**config.mk**
```make
export PLATFORM = sky130hd
export DESIGN_NAME = disp_ctrl_regs
export DESIGN_NICKNAME = d
export VERILOG_FILES = /design/src/rtl/disp_regs_pkg.sv /design/src/rtl/disp_sat_counter.sv /design/src/rtl/disp_cfg_regs.sv /design/src/rtl/disp_ctrl_regs.sv
export SDC_FILE = /design/constraint.sdc
export NUM_CORES = 1
export LEC_CHECK = 0
export BUFFER_PORTS_ARGS = -buffer_cell sky130_fd_sc_hd__buf_2
export CAP_MARGIN = 10
export CORE_UTILIZATION = 36
export DETAILED_ROUTE_END_ITERATION = 10
export PLACE_DENSITY_LB_ADDON = 0.12
export SLEW_MARGIN = 20
export SYNTH_ARGS = -nofsm -noshare
export SYNTH_HDL_FRONTEND = slang
export SYNTH_HIERARCHICAL = 1
export SYNTH_SLANG_ARGS = --single-unit
```
**constraint.sdc**
```tcl
create_clock -name clk_i -period 1.94 [get_ports clk_i]
set_input_delay 0.097 -clock clk_i [delete_from_list [all_inputs] [get_ports clk_i]]
set_output_delay 0.097 -clock clk_i [all_outputs]
set_load 0.01 [all_outputs]
```
**src/rtl/disp_regs_pkg.sv**
```systemverilog
package disp_regs_pkg;
  localparam logic [31:0] FMT_XR24 = 32'h3432_5258;

  localparam int unsigned OFS_BASE   = 'h00;
  localparam int unsigned OFS_MODE   = 'h04;
  localparam int unsigned OFS_FMT    = 'h08;
  localparam int unsigned OFS_EN     = 'h0C;
  localparam int unsigned OFS_VSYNC  = 'h10;
  localparam int unsigned OFS_UFLOW  = 'h14;
  localparam int unsigned OFS_FETCH  = 'h18;

  localparam int unsigned NUM_CNT = 2;
  localparam int unsigned CNT_UFLOW = 0;
  localparam int unsigned CNT_FETCH = 1;

  function automatic logic [15:0] clamp_dim(input logic [15:0] v);
    return (v == 16'd0) ? 16'd1 : v;
  endfunction
endpackage

```
**src/rtl/disp_sat_counter.sv**
```systemverilog
module disp_sat_counter #(
  parameter int unsigned W = 32
) (
  input  logic         clk_i,
  input  logic         rst_ni,
  input  logic         clr_i,
  input  logic         inc_i,
  output logic [W-1:0] cnt_o
);
  localparam logic [W-1:0] MAX = '1;

  always_ff @(posedge clk_i or negedge rst_ni) begin
    if (!rst_ni)                    cnt_o <= '0;
    else if (clr_i)                 cnt_o <= '0;   // clear wins over increment
    else if (inc_i && cnt_o != MAX) cnt_o <= cnt_o + 1'b1;
  end
endmodule

```
**src/rtl/disp_cfg_regs.sv**
```systemverilog
module disp_cfg_regs
  import disp_regs_pkg::*;
(
  input  logic        clk_i,
  input  logic        rst_ni,
  input  logic        we_base_i,
  input  logic        we_mode_i,
  input  logic        we_fmt_i,
  input  logic        we_en_i,
  input  logic [31:0] wdata_i,
  output logic [31:0] base_o,
  output logic [31:0] mode_o,
  output logic [31:0] fmt_o,
  output logic        en_o,
  output logic [15:0] width_o,
  output logic [15:0] height_o
);
  always_ff @(posedge clk_i or negedge rst_ni) begin
    if (!rst_ni) begin
      base_o <= '0;
      mode_o <= '0;
      fmt_o  <= FMT_XR24;
      en_o   <= 1'b0;
    end else begin
      if (we_base_i) base_o <= wdata_i;
      if (we_mode_i) mode_o <= wdata_i;
      if (we_fmt_i && wdata_i == FMT_XR24) fmt_o <= wdata_i;
      if (we_en_i) en_o <= wdata_i[0];
    end
  end

  assign width_o  = clamp_dim(mode_o[15:0]);
  assign height_o = clamp_dim(mode_o[31:16]);
endmodule

```
**src/rtl/disp_ctrl_regs.sv**
```systemverilog
module disp_ctrl_regs
  import disp_regs_pkg::*;
#(
  parameter int unsigned AW    = 8,
  parameter int unsigned CNT_W = 32
) (
  input  logic          clk_i,
  input  logic          rst_ni,
  input  logic          req_valid_i,
  input  logic          req_write_i,
  input  logic [AW-1:0] req_addr_i,
  input  logic [31:0]   req_wdata_i,
  output logic          rsp_valid_o,
  output logic [31:0]   rsp_rdata_o,
  output logic [31:0]   cfg_base_o,
  output logic [15:0]   cfg_width_o,
  output logic [15:0]   cfg_height_o,
  output logic [31:0]   cfg_format_o,
  output logic          cfg_enable_o,
  input  logic          vsync_pulse_i,
  input  logic          underflow_inc_i,
  input  logic          fetched_inc_i
);
  logic wr, rd;
  logic hit_base, hit_mode, hit_fmt, hit_en, hit_vs, hit_uf, hit_fe;
  logic [31:0] mode_raw;
  logic [NUM_CNT-1:0] cnt_clr, cnt_inc;
  logic [CNT_W-1:0] cnt_val [NUM_CNT];
  logic [31:0] cnt_ext [NUM_CNT];
  logic [31:0] rd_mux;

  assign wr = req_valid_i &  req_write_i;
  assign rd = req_valid_i & ~req_write_i;

  assign hit_base = req_addr_i == AW'(OFS_BASE);
  assign hit_mode = req_addr_i == AW'(OFS_MODE);
  assign hit_fmt  = req_addr_i == AW'(OFS_FMT);
  assign hit_en   = req_addr_i == AW'(OFS_EN);
  assign hit_vs   = req_addr_i == AW'(OFS_VSYNC);
  assign hit_uf   = req_addr_i == AW'(OFS_UFLOW);
  assign hit_fe   = req_addr_i == AW'(OFS_FETCH);

  disp_cfg_regs u_cfg (
    .clk_i     (clk_i),
    .rst_ni    (rst_ni),
    .we_base_i (wr & hit_base),
    .we_mode_i (wr & hit_mode),
    .we_fmt_i  (wr & hit_fmt),
    .we_en_i   (wr & hit_en),
    .wdata_i   (req_wdata_i),
    .base_o    (cfg_base_o),
    .mode_o    (mode_raw),
    .fmt_o     (cfg_format_o),
    .en_o      (cfg_enable_o),
    .width_o   (cfg_width_o),
    .height_o  (cfg_height_o)
  );

  assign cnt_clr[CNT_UFLOW] = wr & hit_uf;
  assign cnt_clr[CNT_FETCH] = wr & hit_fe;
  assign cnt_inc[CNT_UFLOW] = underflow_inc_i;
  assign cnt_inc[CNT_FETCH] = fetched_inc_i;

  for (genvar i = 0; i < NUM_CNT; i++) begin : g_cnt
    disp_sat_counter #(.W(CNT_W)) u_cnt (
      .clk_i  (clk_i),
      .rst_ni (rst_ni),
      .clr_i  (cnt_clr[i]),
      .inc_i  (cnt_inc[i]),
      .cnt_o  (cnt_val[i])
    );
    always_comb begin
      cnt_ext[i] = '0;
      cnt_ext[i][CNT_W-1:0] = cnt_val[i];
    end
  end

  always_comb begin
    rd_mux = '0;
    unique case (1'b1)
      hit_base: rd_mux = cfg_base_o;
      hit_mode: rd_mux = mode_raw;
      hit_fmt:  rd_mux = cfg_format_o;
      hit_en:   rd_mux = {31'd0, cfg_enable_o};
      hit_vs:   rd_mux = {31'd0, vsync_pulse_i};
      hit_uf:   rd_mux = cnt_ext[CNT_UFLOW];
      hit_fe:   rd_mux = cnt_ext[CNT_FETCH];
      default:  rd_mux = '0;
    endcase
  end

  always_ff @(posedge clk_i or negedge rst_ni) begin
    if (!rst_ni) begin
      rsp_valid_o <= 1'b0;
      rsp_rdata_o <= '0;
    end else begin
      rsp_valid_o <= rd;
      if (rd) rsp_rdata_o <= rd_mux;
    end
  end
endmodule

```
==> impl_summary.txt, run 1 <==
----------------------------------------------------
[Status]
  Result of the run ... finished with violations
  Failing checks ... setup timing

[Clocking]
  Clock slew at reported path FFs ... around 80 ps
  Clock Sinks ... 194
  TritonCTS clock tree ... done
  Clock latency on the worst-skew pair ... 440 ps
  Clock buffers created by TritonCTS ... 17
  Buffer levels on the longest clock path ... 2
  Clock root buffer ... sky130_fd_sc_hd__clkbuf_16
  H-tree depth ... 4

[Drt]
  Residual DRC count ... 0
  Remaining number of nets flagged by the antenna check after routing ... 0
  Average wire per cell in the routed design ... 20.93 µm
  Detailed-route via count ... 9043
  Detailed-routing iteration count for the pre-antenna-repair pass ... 5
  Average vias per placed instance ... roughly 5.5
  Aggregate routed wire length ... 34330 µm
  Initial DRC count ... 670

[Cells and area]
  Core Util, Final ... roughly half
  # nets final ... 1304
  Area growth from synthesis to layout ... 33.35%
  Area of all placed cells without fillers ... 13470 µm²
  Count of non-filler cells in the finished layout ... 1640
  Most frequent cells in the layout ... 182 x sky130_fd_sc_hd__dfrtp_1, 175 x sky130_fd_sc_hd__buf_2, 144 x sky130_fd_sc_hd__buf_4, 77 x sky130_fd_sc_hd__nor2_1, 70 x sky130_fd_sc_hd__mux2_2
  Filler cell count ... 2520
  Number of inserted diodes ... 0
  Leading cell type in the layout, fill and taps excluded ... sky130_fd_sc_hd__dfrtp_1
  Layout cells sized above 1 ... 40.69%

[Synth]
  Count of distinct cell types in the synthesized netlist ... 72
  Async set-reset flop share out of synthesis ... 100.0%
  Total of flip-flops plus latches after synthesis ... 194
  Library cell occupying the most area in the post-synthesis netlist ... sky130_fd_sc_hd__dfrtp_1
  Syn nets ... 1014
  Number of flops mapped to enable cells by yosys ... 0
  Cells after Synth ... 965
  Count of synthesis-stage warnings from yosys ... 6
  Top cells by area in the synthesized netlist ... sky130_fd_sc_hd__dfrtp_1 45%, sky130_fd_sc_hd__mux2_2 7.8%, sky130_fd_sc_hd__a22o_1 5.3%
  Post-Syn Area per Cell ... 10.47 µm²
  Top-area cell type share of the netlist area ... between 40% and 50%
  Post-synthesis instance area ... 10100 µm²
  Primary FF master, synth ... sky130_fd_sc_hd__dfrtp_1
  Share of synthesized area occupied by flip-flops and latches ... 48.19%

[Power and ir drop]
  Share of power burned in the clock network ... a little under two fifths
  Leakage power figure ... 0.006380 µW
  Net load switching power ... roughly 3000 µW
  Net Sw Frac ... a little under a third
  Power Dens Cells ... 738.6 nW/µm²
  Combinational share of power ... 18.1%
  Seq pwr share ... 44.9%
  Internal Pwr Total ... between 6000 and 7000 µW
  Peak supply drop ... 0.0005583 V

[Global routing]
  Number of antenna violations at the first check in global routing ... 0
  Maximum number of pins on one net before global-route repair ... 63
  Overall overflow remaining after global route ... 0
  Vias in the first global route ... 8803
  Global-route wire length before repair ... 52610 µm
  Overall routing resource usage ... 24.13%

[STA]
  Number of setup violations in the final report ... 4
  Share of the cycle needed by the critical path after routing ... 102.3%
  Setup slack of the critical path after layout ... -43.72 ps
  Headroom to the max-slew limit ... 63.01%
  Time the worst path needs with I/O delays and setup ... 1984 ps
  Final slew viol count ... 0
  Transition time of the tightest slew-check pin ... around 550 ps
  Unrepaired setup endpoints after global routing ... true
  Highest clock rate ... 504.1 MHz
  Largest clock skew in the final design ... 8.374 ps
  Hold Fails Final Rpt ... 0

[Placement]
  Number of port buffers ... 176
  Setup Slack @ Placement ... -161.7 ps
  Placement Cell Area ... between 10000 and 15000 µm²
  Placed Cells incl. Taps ... 1568
  Sum of net half-perimeters after detailed placement ... 24980 µm
  Final estimated routing congestion in global placement ... 0.8444

[Die]
  Number of primary I/O pins ... around 180
  Die area ... 28740 µm²
  Std cell rows ... 60
  Starting utilization of the core area ... between 30 and 40%
  Horiz. Die Dim ... roughly 170 µm
  Die height ... roughly 170 µm
  Core Region ... approximately 27000 µm²

[Min path]
  Classification of the worst-slack hold path ... in -> reg

[Worst setup path]
  Kind of cell with the highest combined delay on the critical path ... simple AND/OR/NAND/NOR gates
  Crit path capture type ... flop
  Critical-path cell list ... nand3_2 > or4_4 > a2111o_1 > or3_1 > a21oi_1
  Startpoint Class ... flop
  Buffer and inverter count on the worst path ... 0
  Arrival time worst endpoint ... roughly 2400 ps
  Req. time, crit path ... between 2000 and 2500 ps
  Longest individual stage delay on the worst path ... 580 ps
  Cell with the biggest individual delay on the critical path ... sky130_fd_sc_hd__or4_4
  WS Path Type ... reg -> reg
  Crit path max fanout ... 7

[Job]
  # Max-Cap Violations ... 0

----------------------------------------------------
==> final timing paths <==
path                                                       from                                   end  slack (ps)  depth (start not counted)
max                        g_cnt[1].u_cnt/cnt_o[12]$_DFFE_PN0P_  g_cnt[1].u_cnt/cnt_o[29]$_DFFE_PN0P_         -40                          5
min                                             underflow_inc_i   g_cnt[0].u_cnt/cnt_o[4]$_DFFE_PN0P_         110                          3
max reg2reg                g_cnt[1].u_cnt/cnt_o[12]$_DFFE_PN0P_  g_cnt[1].u_cnt/cnt_o[29]$_DFFE_PN0P_         -40                          5
min reg2reg                         u_cfg/base_o[6]$_DFFE_PN0P_           u_cfg/base_o[6]$_DFFE_PN0P_         520                          1
max in group asynchronous                                rst_ni           u_cfg/fmt_o[14]$_DFFE_PN1P_        1060                          3
min in group asynchronous                                rst_ni            u_cfg/fmt_o[7]$_DFFE_PN0P_         230                          2
==> synthesized netlist by cell type, drive strengths merged (16+ instances only) <==
cell type / n
buf: 47
nand2: 28
a22oi: 32
nand3: 26
nor4: 22
xnor2: 16
a21oi: 59
mux2: 76
a22o: 61
o21ai: 18
inv: 34
clkbuf: 51
or3: 19
nand4: 16
o22ai: 30
dfrtp: 182
a31oi: 24
nor2: 77
==> state kept, by name, indices dropped and copies added (netlist names) <==
name,flops
u_cfg/mode_o,32
u_cfg/fmt_o,32
u_cfg/en_o,1
rsp_valid_o,1
u_cfg/base_o,32
rsp_rdata_o,32
g_cnt.u_cnt/cnt_o,64
==> final cells by class <==
class / count / area, µm² / share of cell area, %
Inverter: 34 / 127.6 / 0.9472
Timing Repair Buffer: 369 / 2560 / 19.00
Sequential cell: 194 / 4870 / 36.14
Clock buffer: 18 / 439.2 / 3.259
Multi-Input combinational cell: 639 / 4835 / 35.88
Clock inverter: 14 / 177.7 / 1.319
Tap cell: 372 / 465.4 / 3.454
==> power by group through the flow <==
stage | Sequential, µW | Clock (µW) | Combinational (µW)
final | 4470 | 3680 | 1800
after global routing | 4500 | 3930 | 1960
after detailed placement | 4540 | 0 | 1650
after floorplan | 4630 | 0 | 694
after global placement | 4530 | 0 | 1640
after CTS | 4460 | 3770 | 1720
==> worst register-to-register path, cell delays in order, from the launching register on <==
cell and delay, ps:
sky130_fd_sc_hd__dfrtp_1 370, sky130_fd_sc_hd__nand3_2 100, sky130_fd_sc_hd__or4_4 580, sky130_fd_sc_hd__a2111o_1 420
sky130_fd_sc_hd__or3_1 320, sky130_fd_sc_hd__a21oi_1 120
==> cells by family after synthesis <==
group                      synth area share [%]
DFF                                       48.19
muxes                                     8.705
adders and majority gates                0.2476
xor gates and xnor gates                  1.994
AOI/OAI and AO/OA                         19.17
buffers and inverters                     6.736
and+or+nand+nor                           14.96
==> repair_timing <==
item | in CTS | in global routing
resized for setup | 11 | 47
pin swaps | 11 | 20
gates cloned | 1 | 0
hold endpoints to repair | 114 | 0
setup buffers | 1 | 5
endpoints found under the setup margin | 26 | 36
hold buffers | 33 | 0
==> metrics by stage <==
step                      total power [µW]  TNS [ps]  hold WS (ps)
after global routing                 10390    -958.9         129.2
after CTS                             9956    -436.5         96.48
after global placement                6175     -2823         142.6
after floorplan                       5324    -982.5        -198.6
after detailed placement              6194     -5729         141.1
final                                 9951    -86.20         109.5
==> layer usage <==
| metal | wire, µm | global-route usage, % | share of wire [%] | vias to the layer above |
|---|---|---|---|---|
| met5 | 0 | 0 | 0 | - |
| met4 | 590 | 6.189 | 1.7 | 0 |
| met3 | 1480 | 3.801 | 4.3 | 32 |
| met2 | 16130 | 38.11 | 47 | 245 |
| met1 | 16130 | 34.39 | 47 | 4611 |
| li1 | - | - | - | 4155 |
Power figures use the tool's default switching activity.
==> inputs of run 2 (changes only) <==
SKIP_LAST_GASP = 1   (was not set)
==> run 2 against run 1 <==
Sequential cell count unchanged. Cell area decreased by 0.29%. Utilization decreased by 0.14 points. Highest routed layer unchanged. Critical path depth unchanged. Via count decreased by 0.27%. The run still ends with setup timing left. Power about the same. Sequential share of layout area increased by 0.10 points. Die area unchanged. Combinational power about the same. First-iteration DRC count decreased by 1.2%.
==> impl_summary.txt, run 2 (synthesis results as in run 1) <==
----------------------------------------------------
[Status]
  Result of the run ... finished with violations
  Failing checks ... setup timing

[Die]
  Die area ... 28740 µm² (unchanged)
  Std cell rows ... 60 (unchanged)
  Die height ... 169.5 µm (unchanged)
  Horiz. Die Dim ... 169.5 µm (unchanged)
  Core Region ... 27250 µm² (unchanged)
  Number of primary I/O pins ... 177 (unchanged)
  Starting utilization of the core area ... 37.08% (unchanged)

[Drt]
  Average vias per placed instance ... 5.499 (-0.27%)
  Detailed-route via count ... 9019 (-0.27%)
  Aggregate routed wire length ... 34270 µm (-0.18%)
  Detailed-routing iteration count for the pre-antenna-repair pass ... 5 (unchanged)
  Residual DRC count ... 0 (unchanged)
  Initial DRC count ... 662 (-1.2%)
  Average wire per cell in the routed design ... 20.90 µm (-0.18%)
  Remaining number of nets flagged by the antenna check after routing ... 0 (unchanged)

[Min path]
  Critical hold path startpoint ... underflow_inc_i
  Classification of the worst-slack hold path ... in -> reg
  Hold-critical path depth ... 3 (unchanged)
  Endpoint of the worst hold-timing path ... g_cnt[0].u_cnt/cnt_o[4]$_DFFE_PN0P_

[Power and ir drop]
  Net load switching power ... 3043 µW (about the same)
  Share of power burned in the clock network ... 37.0% (about the same)
  Final Power ... 9952 µW (about the same)
  Net Sw Frac ... 30.58% (about the same)
  Internal Pwr Total ... 6909 µW (about the same)
  Combinational share of power ... 18.1% (about the same)
  Seq pwr share ... 44.9% (about the same)
  Peak supply drop ... 0.0005706 V (+2.2%)
  Leakage power figure ... 0.006375 µW (about the same)
  Power Dens Cells ... 740.7 nW/µm² (+0.29%)

[Worst setup path]
  WS Path Type ... reg -> reg
  Reg2reg end ... g_cnt[1].u_cnt/cnt_o[29]$_DFFE_PN0P_
  Startpoint Class ... flop
  Cell with the biggest individual delay on the critical path ... sky130_fd_sc_hd__or4_4
  Crit path capture type ... flop
  Req. time, crit path ... 2310 ps (about the same)
  Longest individual stage delay on the worst path ... 580 ps (about the same)
  Crit path max fanout ... 7 (unchanged)
  Arrival time worst endpoint ... 2350 ps (about the same)
  Cells on worst reg2reg path ... 5 (unchanged)
  Critical-path cell list ... nand3_2 > or4_4 > a2111o_1 > or3_1 > a21oi_1
  Worst r2r src ... g_cnt[1].u_cnt/cnt_o[12]$_DFFE_PN0P_
  Reg2reg setup slack ... -50 ps (about the same)

[Global routing]
  Global-route wire length before repair ... 52610 µm (unchanged)
  Vias in the first global route ... 8803 (unchanged)
  Maximum number of pins on one net before global-route repair ... 63 (unchanged)
  Number of antenna violations at the first check in global routing ... 0 (unchanged)
  Overall overflow remaining after global route ... 0 (unchanged)
  Overall routing resource usage ... 24.13% (unchanged)

[STA]
  Setup slack of the critical path after layout ... -46.40 ps (-2.676 ps)
  Transition time of the tightest slew-check pin ... 551.4 ps (-3.491 ps)
  Headroom to the max-slew limit ... 63.24% (+0.23 points)
  Time the worst path needs with I/O delays and setup ... 1986 ps (+2.676 ps)
  Final slew viol count ... 0 (unchanged)
  Highest clock rate ... 503.4 MHz (-0.13%)
  Largest clock skew in the final design ... 8.938 ps (+0.5634 ps)
  Number of setup violations in the final report ... 4 (unchanged)
  Share of the cycle needed by the critical path after routing ... 102.4% (+0.14 points)
  Hold Fails Final Rpt ... 0 (unchanged)
  Unrepaired setup endpoints after global routing ... true

[Clocking]
  TritonCTS clock tree ... done
  Clock latency on the worst-skew pair ... 440 ps (about the same)
  Clock buffers created by TritonCTS ... 17 (unchanged)
  Clock root buffer ... sky130_fd_sc_hd__clkbuf_16
  H-tree depth ... 4 (unchanged)
  Clock Sinks ... 194 (unchanged)
  Buffer levels on the longest clock path ... 2 (unchanged)
  Clock slew at reported path FFs ... 80 ps (about the same)

[Cells and area]
  Flip-flop count of the largest register after layout ... 64 (unchanged)
  Filler cell count ... 2530 (+0.40%)
  Number of inserted diodes ... 0 (unchanged)
  Core Util, Final ... 49.30% (-0.14 points)
  Area growth from synthesis to layout ... 32.96%
  Top reg by flops ... g_cnt.u_cnt/cnt_o
  Multi-input combinational cell area ... 4796 µm² (-0.80%)
  Layout cells sized above 1 ... 40.30% (-0.39 points)
  Most frequent cells in the layout ... 182 x sky130_fd_sc_hd__dfrtp_1, 175 x sky130_fd_sc_hd__buf_2, 144 x sky130_fd_sc_hd__buf_4, 77 x sky130_fd_sc_hd__nor2_1, 70 x sky130_fd_sc_hd__mux2_2
  Flip-flop and latch area ... 4870 µm² (unchanged)
  Leading cell type in the layout, fill and taps excluded ... sky130_fd_sc_hd__dfrtp_1
  Area of all placed cells without fillers ... 13440 µm² (-0.29%)
  # nets final ... 1304 (unchanged)

[Placement]
  Final estimated routing congestion in global placement ... 0.8444 (unchanged)
  Number of port buffers ... 176 (unchanged)
  Sum of net half-perimeters after detailed placement ... 24980 µm (unchanged)
  Placement Cell Area ... 12220 µm² (unchanged)

[Job]
  # Max-Cap Violations ... 0 (unchanged)

----------------------------------------------------
-- run 2: per-layer routing --
layer	GRT usage (%)	vias up	share of wire [%]
met1	34.39	4555	47
li1	-	4170	-
met5	0	-	0
met4	6.189	0	1.7
met2	38.11	263	47
met3	3.801	31	4.5
-- run 2: worst max-delay path by stage --
stage | start | end | slack, ps | cells after the start
after floorplan | g_cnt[1].u_cnt/cnt_o[15]$_DFFE_PN0P_ | g_cnt[1].u_cnt/cnt_o[29]$_DFFE_PN0P_ | -160 | 6
after global placement | req_addr_i[5] | u_cfg/fmt_o[22]$_DFFE_PN0P_ | -100 | 9
after detailed placement | req_addr_i[5] | u_cfg/fmt_o[22]$_DFFE_PN0P_ | -160 | 9
after CTS | g_cnt[1].u_cnt/cnt_o[26]$_DFFE_PN0P_ | g_cnt[1].u_cnt/cnt_o[15]$_DFFE_PN0P_ | -50 | 6
after global routing | g_cnt[1].u_cnt/cnt_o[4]$_DFFE_PN0P_ | g_cnt[1].u_cnt/cnt_o[15]$_DFFE_PN0P_ | -110 | 7
final | g_cnt[1].u_cnt/cnt_o[12]$_DFFE_PN0P_ | g_cnt[1].u_cnt/cnt_o[29]$_DFFE_PN0P_ | -50 | 5
-- run 2: area by class of cell --
type / count / area share, %
Clock buffer: 18 / 3.269
Tap cell: 372 / 3.464
Timing Repair Buffer: 369 / 19.05
Clock inverter: 14 / 1.322
Multi-Input combinational cell: 639 / 35.70
Sequential cell: 194 / 36.25
Inverter: 34 / 0.9499
-- run 2: worst max-delay path, delay by kind of cell, from the launching register on --
kind	cells	cell delay (ps)
compound gates	2	540
simple gates	3	1000
flops	1	370
-- run 2: metrics by stage --
step	TNS, ps	std cells	hold slack (ps)	setup slack, ps
global route	-1023	1640	129.2	-113.9
detailed placement	-5729	1568	141.1	-161.7
global placement	-2823	1568	142.6	-98.11
CTS	-436.5	1635	96.48	-52.08
finish	-111.8	1640	106.7	-46.40
floorplan	-982.5	965	-198.6	-163.4
-- run 2: repair_timing --
action	CTS	global route
gates cloned	1	0
hold buffers	33	0
endpoints found under the setup margin	26	36
pin swaps	11	18
setup buffers	1	5
endpoints found under the hold margin	114	0
resized for setup	11	40
-- run 2: power by group through the flow --
stage | Sequential [µW] | Clock (µW) | Combinational [µW]
detailed placement | 4540 | 0 | 1650
finish | 4470 | 3680 | 1800
global route | 4500 | 3930 | 1960
global placement | 4530 | 0 | 1640
CTS | 4460 | 3770 | 1720
floorplan | 4630 | 0 | 694
==> inputs of run 3 (changes only) <==
SETUP_SLACK_MARGIN = 0.4   (was not set)
==> run 3 against run 2 <==
The flow still finishes with violations (setup timing). Critical path depth increased by 2. Cell count increased by 1.3%. Via count increased by 1.8%. Combinational power increased by 6%. Critical path type unchanged. Largest cell class is now multi-input gates.
==> impl_summary.txt, run 3 (synthesis results as in run 1) <==
----------------------------------------------------
[Die]
  Die area ... 28740 µm² (unchanged)
  Starting utilization of the core area ... 37.08% (unchanged)
  Core Region ... 27250 µm² (unchanged)
  Die height ... 169.5 µm (unchanged)
  Number of primary I/O pins ... 177 (unchanged)
  Horiz. Die Dim ... 169.5 µm (unchanged)
  Std cell rows ... 60 (unchanged)

[STA]
  Largest clock skew in the final design ... 13.42 ps (+4.479 ps)
  Post-Route Hold Slack ... 127.2 ps (+20.49 ps)
  Unrepaired setup endpoints after global routing ... true
  Time the worst path needs with I/O delays and setup ... 2029 ps (+42.27 ps)
  Headroom to the max-slew limit ... 67.41% (+4.2 points)
  Share of the cycle needed by the critical path after routing ... 104.6% (+2.2 points)
  Setup slack of the critical path after layout ... -88.67 ps (-42.27 ps)
  Final slew viol count ... 0 (unchanged)
  Hold Fails Final Rpt ... 0 (unchanged)
  Number of setup violations in the final report ... 14 (+10)
  Transition time of the tightest slew-check pin ... 486.8 ps (-64.61 ps)
  Highest clock rate ... 492.9 MHz (-2.1%)

[Placement]
  Number of port buffers ... 176 (unchanged)
  Setup Slack @ Placement ... -91.32 ps (+70.36 ps)
  Placement Cell Area ... 12340 µm² (+0.99%)
  Sum of net half-perimeters after detailed placement ... 24990 µm (about the same)
  Final estimated routing congestion in global placement ... 0.8232 (-2.5%)

[Clocking]
  Clock latency on the worst-skew pair ... 450 ps (about the same)
  H-tree depth ... 4 (unchanged)
  Clock root buffer ... sky130_fd_sc_hd__clkbuf_16
  Clock Sinks ... 194 (unchanged)
  Clock buffers created by TritonCTS ... 17 (unchanged)
  Clock slew at reported path FFs ... 80 ps (about the same)
  Buffer levels on the longest clock path ... 2 (unchanged)
  TritonCTS clock tree ... done

[Cells and area]
  Number of inserted diodes ... 0 (unchanged)
  Core Util, Final ... 52.42% (+3.1 points)
  Area of all placed cells without fillers ... 14290 µm² (+6.3%)
  Top reg by flops ... g_cnt.u_cnt/cnt_o
  Flip-flop count of the largest register after layout ... 64 (unchanged)
  Leading cell type in the layout, fill and taps excluded ... sky130_fd_sc_hd__dfrtp_1
  # nets final ... 1326 (+1.7%)
  Area growth from synthesis to layout ... 41.38%
  Most frequent cells in the layout ... 181 x sky130_fd_sc_hd__dfrtp_1, 175 x sky130_fd_sc_hd__buf_2, 143 x sky130_fd_sc_hd__buf_4, 75 x sky130_fd_sc_hd__nor2_1, 61 x sky130_fd_sc_hd__a22o_1
  Layout cells sized above 1 ... 44.96% (+4.7 points)

[Worst setup path]
  Crit path max fanout ... 7 (unchanged)
  Crit path capture type ... flop
  Cells on worst reg2reg path ... 7 (+2)
  Startpoint Class ... flop
  Worst r2r src ... g_cnt[1].u_cnt/cnt_o[29]$_DFFE_PN0P_
  Reg2reg setup slack ... -90 ps (-40 ps)
  Req. time, crit path ... 2270 ps (-40 ps)
  Reg2reg end ... g_cnt[1].u_cnt/cnt_o[0]$_DFFE_PN0P_
  Arrival time worst endpoint ... 2360 ps (about the same)
  WS Path Type ... reg -> reg

[Global routing]
  Maximum number of pins on one net before global-route repair ... 51 (-19%)
  Overall routing resource usage ... 24.43% (+0.30 points)
  Global-route wire length before repair ... 53300 µm (+1.3%)
  Vias in the first global route ... 8972 (+1.9%)
  Overall overflow remaining after global route ... 0 (unchanged)
  Number of antenna violations at the first check in global routing ... 0 (unchanged)

[Power and ir drop]
  Net Sw Frac ... 30.70% (+0.13 points)
  Net load switching power ... 3110 µW (+2.2%)
  Peak supply drop ... 0.0006382 V (+12%)
  Combinational share of power ... 18.9% (+0.8 points)
  Seq pwr share ... 44.1% (-0.8 points)
  Leakage power figure ... 0.006733 µW (+5.6%)
  Share of power burned in the clock network ... 37.0% (about the same)
  Power Dens Cells ... 708.9 nW/µm² (-4.3%)
  Internal Pwr Total ... 7018 µW (+1.6%)

[Drt]
  Detailed-route via count ... 9180 (+1.8%)
  Aggregate routed wire length ... 35320 µm (+3.1%)
  Remaining number of nets flagged by the antenna check after routing ... 0 (unchanged)
  Residual DRC count ... 0 (unchanged)
  Initial DRC count ... 645 (-2.6%)
  Average vias per placed instance ... 5.523 (+0.44%)
  Average wire per cell in the routed design ... 21.25 µm (+1.7%)
  Detailed-routing iteration count for the pre-antenna-repair pass ... 5 (unchanged)

[Min path]
  Endpoint of the worst hold-timing path ... g_cnt[0].u_cnt/cnt_o[4]$_DFFE_PN0P_
  Hold-critical path depth ... 3 (unchanged)
  Critical hold path startpoint ... underflow_inc_i
  Classification of the worst-slack hold path ... in -> reg

[Status]
  Result of the run ... finished with violations
  Failing checks ... setup timing

[Job]
  # Max-Cap Violations ... 0 (unchanged)

----------------------------------------------------
[run 3: area by class of cell]
class,count,area [µm²]
fillers,2471,12960
multi-input cells,639,5353
repair buffers,391,2840
clock buffers,18,439.2
flip-flops and latches,194,4871
inverters,34,127.6
clock inverters,14,190.2
well taps,372,465.4
[run 3: repair_timing]
item | in CTS | in global routing
gates resized for setup | 79 | 55
setup endpoints to repair | 64 | 84
buffers inserted | 27 | 14
hold buffers | 33 | 0
endpoints found under the hold margin | 110 | 0
pin swaps | 44 | 51
gates cloned | 2 | 0
[run 3: per-layer routing]
layer / share of wire (%) / vias to the layer above / routed length (µm) / track usage, %
li1: - / 4204 / - / -
met1: 46 / 4632 / 16250 / 34.64
met2: 47 / 299 / 16450 / 38.67
met3: 5.1 / 45 / 1786 / 3.288
met4: 2.4 / 0 / 837 / 7.560
met5: 0 / - / 0 / 0
[run 3: worst max-delay path by stage]
| stage | from | endpoint | slack [ps] | depth (start not counted) |
|---|---|---|---|---|
| after global routing | g_cnt[1].u_cnt/cnt_o[29]$_DFFE_PN0P_ | g_cnt[1].u_cnt/cnt_o[2]$_DFFE_PN0P_ | -140 | 6 |
| after global placement | g_cnt[1].u_cnt/cnt_o[26]$_DFFE_PN0P_ | g_cnt[1].u_cnt/cnt_o[15]$_DFFE_PN0P_ | -80 | 6 |
| after detailed placement | g_cnt[1].u_cnt/cnt_o[18]$_DFFE_PN0P_ | g_cnt[1].u_cnt/cnt_o[1]$_DFFE_PN0P_ | -90 | 6 |
| after CTS | g_cnt[1].u_cnt/cnt_o[1]$_DFFE_PN0P_ | g_cnt[1].u_cnt/cnt_o[29]$_DFFE_PN0P_ | -50 | 5 |
| after floorplan | g_cnt[1].u_cnt/cnt_o[15]$_DFFE_PN0P_ | g_cnt[1].u_cnt/cnt_o[29]$_DFFE_PN0P_ | -160 | 6 |
| final | g_cnt[1].u_cnt/cnt_o[29]$_DFFE_PN0P_ | g_cnt[1].u_cnt/cnt_o[0]$_DFFE_PN0P_ | -90 | 7 |
[run 3: critical path, stage by stage, from the launching register on]
cell and delay, ps:
sky130_fd_sc_hd__dfrtp_1 360, sky130_fd_sc_hd__nand4_1 170, sky130_fd_sc_hd__or4_4 620, sky130_fd_sc_hd__buf_6 150, sky130_fd_sc_hd__o31ai_4 260, sky130_fd_sc_hd__buf_6 160
sky130_fd_sc_hd__xor2_1 140, sky130_fd_sc_hd__nor2_1 50
[run 3: power by group through the flow]
stage	clock network (µW)	registers, µW	logic (µW)
after floorplan	0	4630	719
after global placement	0	4530	1650
after detailed placement	0	4530	1670
after CTS	3840	4460	1770
after global routing	3970	4500	2070
final	3740	4470	1910
[run 3: through the flow]
step / power [µW] / instances / TNS (ps)
after floorplan: 5351 / 965 / -923.2
after global routing: 10540 / 1662 / -2016
after global placement: 6184 / 1554 / -522.3
after detailed placement: 6200 / 1554 / -984.5
after CTS: 10080 / 1648 / -228.6
final: 10130 / 1662 / -613.8
